## src/rtl/gpio_bank_pkg.sv

```systemverilog
package gpio_bank_pkg;
  localparam int AW = 8;
  localparam logic [AW-1:0] OFF_IRQ  = 8'h00;
  localparam logic [AW-1:0] OFF_EDGE = 8'h04;
  localparam logic [AW-1:0] OFF_RISE = 8'h08;
  localparam logic [AW-1:0] OFF_FALL = 8'h0C;
  localparam logic [AW-1:0] OFF_DATA = 8'h20;
  localparam logic [AW-1:0] OFF_DIR  = 8'h24;
  localparam logic [AW-1:0] OFF_POL  = 8'h28;
  localparam logic [AW-1:0] OFF_SET  = 8'h2C;
  localparam logic [AW-1:0] OFF_CLR  = 8'h30;
  localparam logic [AW-1:0] OFF_TOG  = 8'h34;

  typedef enum logic [3:0] {
    OP_NONE, OP_IRQ, OP_RISE, OP_FALL, OP_DATA,
    OP_DIR, OP_POL, OP_SET, OP_CLR, OP_TOG
  } wr_op_e;

  function automatic wr_op_e decode_wr(input logic we, input logic [AW-1:0] a);
    if (!we) return OP_NONE;
    case (a)
      OFF_IRQ:  return OP_IRQ;
      OFF_RISE: return OP_RISE;
      OFF_FALL: return OP_FALL;
      OFF_DATA: return OP_DATA;
      OFF_DIR:  return OP_DIR;
      OFF_POL:  return OP_POL;
      OFF_SET:  return OP_SET;
      OFF_CLR:  return OP_CLR;
      OFF_TOG:  return OP_TOG;
      default:  return OP_NONE;
    endcase
  endfunction
endpackage

```

## src/rtl/gpio_sync.sv

```systemverilog
module gpio_sync #(
  parameter int N      = 24,
  parameter int STAGES = 2
) (
  input  logic         clk_i,
  input  logic         rst_ni,
  input  logic [N-1:0] d_i,
  output logic [N-1:0] q_o
);
  logic [N-1:0] stg_q [STAGES];

  always_ff @(posedge clk_i or negedge rst_ni) begin
    if (!rst_ni) begin
      for (int s = 0; s < STAGES; s++) stg_q[s] <= '0;
    end else begin
      stg_q[0] <= d_i;
      for (int s = 1; s < STAGES; s++) stg_q[s] <= stg_q[s-1];
    end
  end

  assign q_o = stg_q[STAGES-1];
endmodule

```

## src/rtl/gpio_cfg_regs.sv

```systemverilog
module gpio_cfg_regs
  import gpio_bank_pkg::*;
#(
  parameter int N = 24
) (
  input  logic         clk_i,
  input  logic         rst_ni,
  input  wr_op_e       op_i,
  input  logic [N-1:0] wdata_i,
  output logic [N-1:0] data_o,
  output logic [N-1:0] dir_o,
  output logic [N-1:0] pol_o,
  output logic [N-1:0] rise_en_o,
  output logic [N-1:0] fall_en_o
);
  logic [N-1:0] data_q, dir_q, pol_q, rise_q, fall_q;

  always_ff @(posedge clk_i or negedge rst_ni) begin
    if (!rst_ni) begin
      data_q <= '0;
      dir_q  <= '0;
      pol_q  <= '0;
      rise_q <= '0;
      fall_q <= '0;
    end else begin
      case (op_i)
        OP_DATA: data_q <= wdata_i;
        OP_SET:  data_q <= data_q | wdata_i;
        OP_CLR:  data_q <= data_q & ~wdata_i;
        OP_TOG:  data_q <= data_q ^ wdata_i;
        OP_DIR:  dir_q  <= wdata_i;
        OP_POL:  pol_q  <= wdata_i;
        OP_RISE: rise_q <= wdata_i;
        OP_FALL: fall_q <= wdata_i;
        default: ;
      endcase
    end
  end

  assign data_o    = data_q;
  assign dir_o     = dir_q;
  assign pol_o     = pol_q;
  assign rise_en_o = rise_q;
  assign fall_en_o = fall_q;
endmodule

```

## src/rtl/gpio_edge_irq.sv

```systemverilog
module gpio_edge_irq #(
  parameter int N = 24
) (
  input  logic         clk_i,
  input  logic         rst_ni,
  input  logic [N-1:0] sensed_i,
  input  logic [N-1:0] rise_en_i,
  input  logic [N-1:0] fall_en_i,
  input  logic [N-1:0] clr_i,
  output logic [N-1:0] status_o,
  output logic [N-1:0] edge_o
);
  for (genvar g = 0; g < N; g++) begin : g_pin
    logic prev_q, stat_q, kind_q;
    logic rise, fall, hit;

    assign rise = sensed_i[g] & ~prev_q;
    assign fall = ~sensed_i[g] & prev_q;
    assign hit  = (rise & rise_en_i[g]) | (fall & fall_en_i[g]);

    always_ff @(posedge clk_i or negedge rst_ni) begin
      if (!rst_ni) begin
        prev_q <= 1'b0;
        stat_q <= 1'b0;
        kind_q <= 1'b0;
      end else begin
        prev_q <= sensed_i[g];
        // a new edge outranks a same-cycle clear
        stat_q <= (stat_q & ~clr_i[g]) | hit;
        if (hit) kind_q <= rise;
      end
    end

    assign status_o[g] = stat_q;
    assign edge_o[g]   = kind_q;
  end
endmodule

```

## src/rtl/gpio_bank.sv

```systemverilog
module gpio_bank
  import gpio_bank_pkg::*;
#(
  parameter int N = 24
) (
  input  logic         clk_i,
  input  logic         rst_ni,
  input  logic         bus_we_i,
  input  logic [7:0]   bus_addr_i,
  input  logic [N-1:0] bus_wdata_i,
  output logic [N-1:0] bus_rdata_o,
  input  logic [N-1:0] pin_i,
  output logic [N-1:0] pin_o,
  output logic [N-1:0] pin_oe_o,
  output logic         irq_o
);
  wr_op_e       op;
  logic [N-1:0] data_q, dir_q, pol_q, rise_en, fall_en;
  logic [N-1:0] sync_in, sensed, status, edge_kind, clr_mask;

  assign op       = decode_wr(bus_we_i, bus_addr_i);
  assign clr_mask = (op == OP_IRQ) ? bus_wdata_i : '0;

  gpio_sync #(.N(N), .STAGES(2)) u_sync (
    .clk_i(clk_i), .rst_ni(rst_ni), .d_i(pin_i), .q_o(sync_in)
  );

  gpio_cfg_regs #(.N(N)) u_cfg (
    .clk_i(clk_i), .rst_ni(rst_ni), .op_i(op), .wdata_i(bus_wdata_i),
    .data_o(data_q), .dir_o(dir_q), .pol_o(pol_q),
    .rise_en_o(rise_en), .fall_en_o(fall_en)
  );

  assign sensed = sync_in ^ pol_q;

  gpio_edge_irq #(.N(N)) u_irq (
    .clk_i(clk_i), .rst_ni(rst_ni), .sensed_i(sensed),
    .rise_en_i(rise_en), .fall_en_i(fall_en), .clr_i(clr_mask),
    .status_o(status), .edge_o(edge_kind)
  );

  always_comb begin
    case (bus_addr_i)
      OFF_IRQ:  bus_rdata_o = status;
      OFF_EDGE: bus_rdata_o = edge_kind;
      OFF_RISE: bus_rdata_o = rise_en;
      OFF_FALL: bus_rdata_o = fall_en;
      OFF_DATA: bus_rdata_o = (dir_q & data_q) | (~dir_q & sensed);
      OFF_DIR:  bus_rdata_o = dir_q;
      OFF_POL:  bus_rdata_o = pol_q;
      default:  bus_rdata_o = '0;
    endcase
  end

  assign pin_o    = data_q;
  assign pin_oe_o = dir_q;
  assign irq_o    = |status;
endmodule

```

## config.mk

```make
export PLATFORM = sky130hd
export DESIGN_NAME = gpio_bank
export DESIGN_NICKNAME = d
export VERILOG_FILES = /design/src/rtl/gpio_bank_pkg.sv /design/src/rtl/gpio_sync.sv /design/src/rtl/gpio_cfg_regs.sv /design/src/rtl/gpio_edge_irq.sv /design/src/rtl/gpio_bank.sv
export SDC_FILE = /design/constraint.sdc
export NUM_CORES = 1
export LEC_CHECK = 0
export BUFFER_PORTS_ARGS = -buffer_cell sky130_fd_sc_hd__clkbuf_2
export CORE_UTILIZATION = 54
export DETAILED_ROUTE_END_ITERATION = 10
export PLACE_DENSITY = 0.77
export RECOVER_POWER = 25
export SETUP_SLACK_MARGIN = 0.5
export SLEW_MARGIN = 20
export SYNTH_ARGS = -nofsm -noshare
export SYNTH_HDL_FRONTEND = slang
export SYNTH_HIERARCHICAL = 1
export SYNTH_SLANG_ARGS = --single-unit
```

## constraint.sdc

```tcl
create_clock -name clk_i -period 1.9 [get_ports clk_i]
set_input_delay 0.38 -clock clk_i [delete_from_list [all_inputs] [get_ports clk_i]]
set_output_delay 0.38 -clock clk_i [all_outputs]
set_load 0.01 [all_outputs]
```

==> reports/results.tsv <==
metric	value	unit
die_height	156	µm
synth-main-ff-cell	dfrtp_1	
netlist_top_cells_count	240 x dfrtp_1, 105 x mux2_2, 80 x buf_4	
period_share	160	%
ctsLongestPathBuffers	3	
layout-drive-gt1-share	53.0	%
detailedPlace.worstSlack	-578	ps
drt_pre_antenna_iters	6	
totalNegativeSetupSlack	-54040	ps
run_status	finished with violations	
period_needed	3030	ps
detailed_route_vias_per_instance	7.10	
clk-insertion-delay-late	600	ps
maximum_number_of_pins_on_one_net_before_global_route_repair	53	
design.die.area	24300	µm²
vias	12900	
max-slew-margin-rel	4.14	%
powerDensity	749	nW/µm²
antenna_found_initial	4	
grt_setup_unrepaired	true	
synth_sequential_area_ratio	47.0	%
ir_worst_vdd	0.723	mV
placement.io_buffers	131	
clock_sink_count	240	
post_synthesis_instance_area	12800	µm²
drc	0	
routed_wire_length_per_instance	33.5	µm
cp_class	reg -> out	
cts.reportedPaths.clkPinSlew	80	ps
post_synth_inst_count	1163	
tightest_slew	1440	ps
core_area	22900	µm²
most_frequent_cell_after_synthesis	dfrtp_1	
hold_path_class	in -> reg	
path_max_fanout	3	
cp_slowest_stage_delay	620	ps
dp.final_hpwl	25.0	mm
finalMaxSlewViolations	0	
synth_cell_types	66	
critical_path.cell_chain	mux2i_1 -> o2bb2ai_1 -> nand3_1 -> o221ai_4 -> clkbuf_2	
globalplace.congestion	0.928	
clock_tree.root_cell	clkbuf_16	
synth.net_count	1270	
worst_ep_required_time	1520	ps
drt-total-wl	60.9	mm
h-tree-depth	1	
clock_skews	23.4	ps
finalWorstSetupSlack	-1130	ps
total_leakage_power	8.65	nW
post_synth_main_area_contributors	dfrtp_1 47%, mux2_2 9.3%, buf_4 4.7%	
num_io_pins	132	
violations	negative setup slack	
area.growth.synth_to_final	48.6	%
synth_warnings	6	
max_freq	0.330	GHz
worst-endpoint-arrival	2650	ps
syn_area_per_cell	11.0	µm²
yosys_register_bits	240	
grt_pass1_vias	12100	
die-width	156	µm
cts_tree	built	
nFillCells	964	
setup_crit_start_kind	register	
final_hold_viol_count	0	
end_kind	primary output	
fin_nets	1588	
drt_iter0_drc	2017	
async_flop_share	100	%
grt.overflow.total	0	
max-cap-violations	0	
num_rows	55	
postRouteAntennaNets	0	
grt_first_pass_wirelength	72.3	mm
number_of_buffers_created_by_cts	27	
grt.total_usage	40.2	%
floorplan.initialDensity	55.8	%
synth-edff-count	0	
synth.largest_area_cell	dfrtp_1	
number_of_failing_setup_endpoints_in_the_final_timing_report	145	
critPathSlowestCell	o2bb2ai_1	
yosys.area.top_type_share	47.0	%
-- metrics by stage --
step / std cells / hold WS [ps] / total power [mW] / util [%] / cell area (µm²)
finish: 1815 / 167 / 14.2 / 82.9 / 19000
global route: 1812 / 188 / 14.4 / 82.8 / 19000
CTS: 1768 / 176 / 13.1 / 77.6 / 17800
detailed placement: 1604 / 335 / 7.65 / 64.2 / 14700
global placement: 1604 / 332 / 7.56 / 64.2 / 14700
floorplan: 1163 / 84.4 / 7.03 / - / 13500
-- cells in the final DEF (no fill, tap or decap), types with 14 or more instances in the layout --
cell             n
o21ai_0         14
nand2b_1        25
mux2_4         103
nor2_1          67
a31oi_4         18
clkbuf_2        63
a22oi_1         23
dfrtp_2         26
clkbuf_16       32
buf_6           79
nand2_1         52
dlygate4sd3_1   25
a22oi_2         18
mux2i_1         17
nor2b_2         24
and2_4          26
ha_1            48
buf_4          143
inv_1           71
o221ai_2        24
a21oi_1         46
buf_2           29
dfrtp_1        214
o2bb2ai_2       18
buf_12          36
xor2_1          19
-- timing repair --
action | in CTS | in global routing
pin swaps | 63 | 35
hold buffers | 25 | 0
setup endpoints to repair | 217 | 217
resized for setup | 230 | 226
endpoints found under the hold margin | 67 | 0
buffers inserted | 77 | 44
gates cloned | 15 | 0
-- power by group --
group	internal (mW)	switching (mW)
Clock	3.11	2.43
Combinational	1.29	1.39
Sequential	5.50	0.510
-- worst max-delay path, delay by kind of cell (launching register included) --
kind / cells / cell delay, ps
AND/OR/NAND/NOR: 1 / 440
buffers and inverters: 1 / 200
AO/OA/AOI/OAI: 2 / 870
multiplexers: 1 / 110
flip-flops: 1 / 430
-- worst paths after layout --
check | startpoint | to | slack, ps | depth (start not counted)
worst min register to register | u_sync/stg_q[31]$_DFF_PN0_ | u_sync/q_o[7]$_DFF_PN0_ | 350 | 0
worst min-delay path | bus_wdata_i[19] | u_cfg/rise_en_o[19]$_DFFE_PN0N_ | 170 | 2
min in group asynchronous | rst_ni | u_cfg/pol_o[2]$_DFFE_PN0N_ | 690 | 2
worst max-delay path | u_irq/g_pin[0].kind_q$_DFFE_PN0P_ | bus_rdata_o[0] | -1130 | 5
worst max register to register | u_cfg/data_o[12]$_DFFE_PN0P_ | u_cfg/data_o[12]$_DFFE_PN0P_ | 170 | 5
max in group asynchronous | rst_ni | u_cfg/pol_o[6]$_DFFE_PN0N_ | 150 | 3
-- flip-flops by register name (all words and copies together), names as in the netlist --
signal and cells:
u_cfg/data_o 24, u_cfg/dir_o 24, u_cfg/fall_en_o 24, u_cfg/pol_o 24, u_cfg/rise_en_o 24, u_irq/g_pin.kind_q 24
u_irq/g_pin.prev_q 24, u_irq/g_pin.stat_q 24, u_sync/q_o 24, u_sync/stg_q 24
-- routing by layer --
layer  vias to the layer above  wire length, µm  global-route usage (%)  part of all wire [%]
met4                         6             6550                    29.2                    11
met1                      6156            19400                    47.4                    32
li1                       4691                -                       -                     -
met5                         -               92                       0                  0.15
met3                       603             9410                    13.1                    15
met2                      1435            25400                    61.8                    42
-- cells by family after synthesis --
kind of cell | synth area share [%]
muxes | 13.0
and+or+nand+nor | 11.8
xor gates and xnor gates | 1.64
buffers and inverters | 8.78
DFF | 47.0
AOI/OAI and AO/OA | 13.1
adders and majority gates | 4.70
-- area by class of cell --
cell class                 instances  area, µm²  area share (%)
antenna                            3       7.51          0.0395
clock buffer                      38        777            4.09
clock inverter                     9        103           0.540
inverter                          72        273            1.44
multi-input combinational        726       7300            38.5
sequential                       240       6040            31.8
tap                              313        392            2.06
timing repair buffer             414       4090            21.6
(Power assumes the default switching activity.)
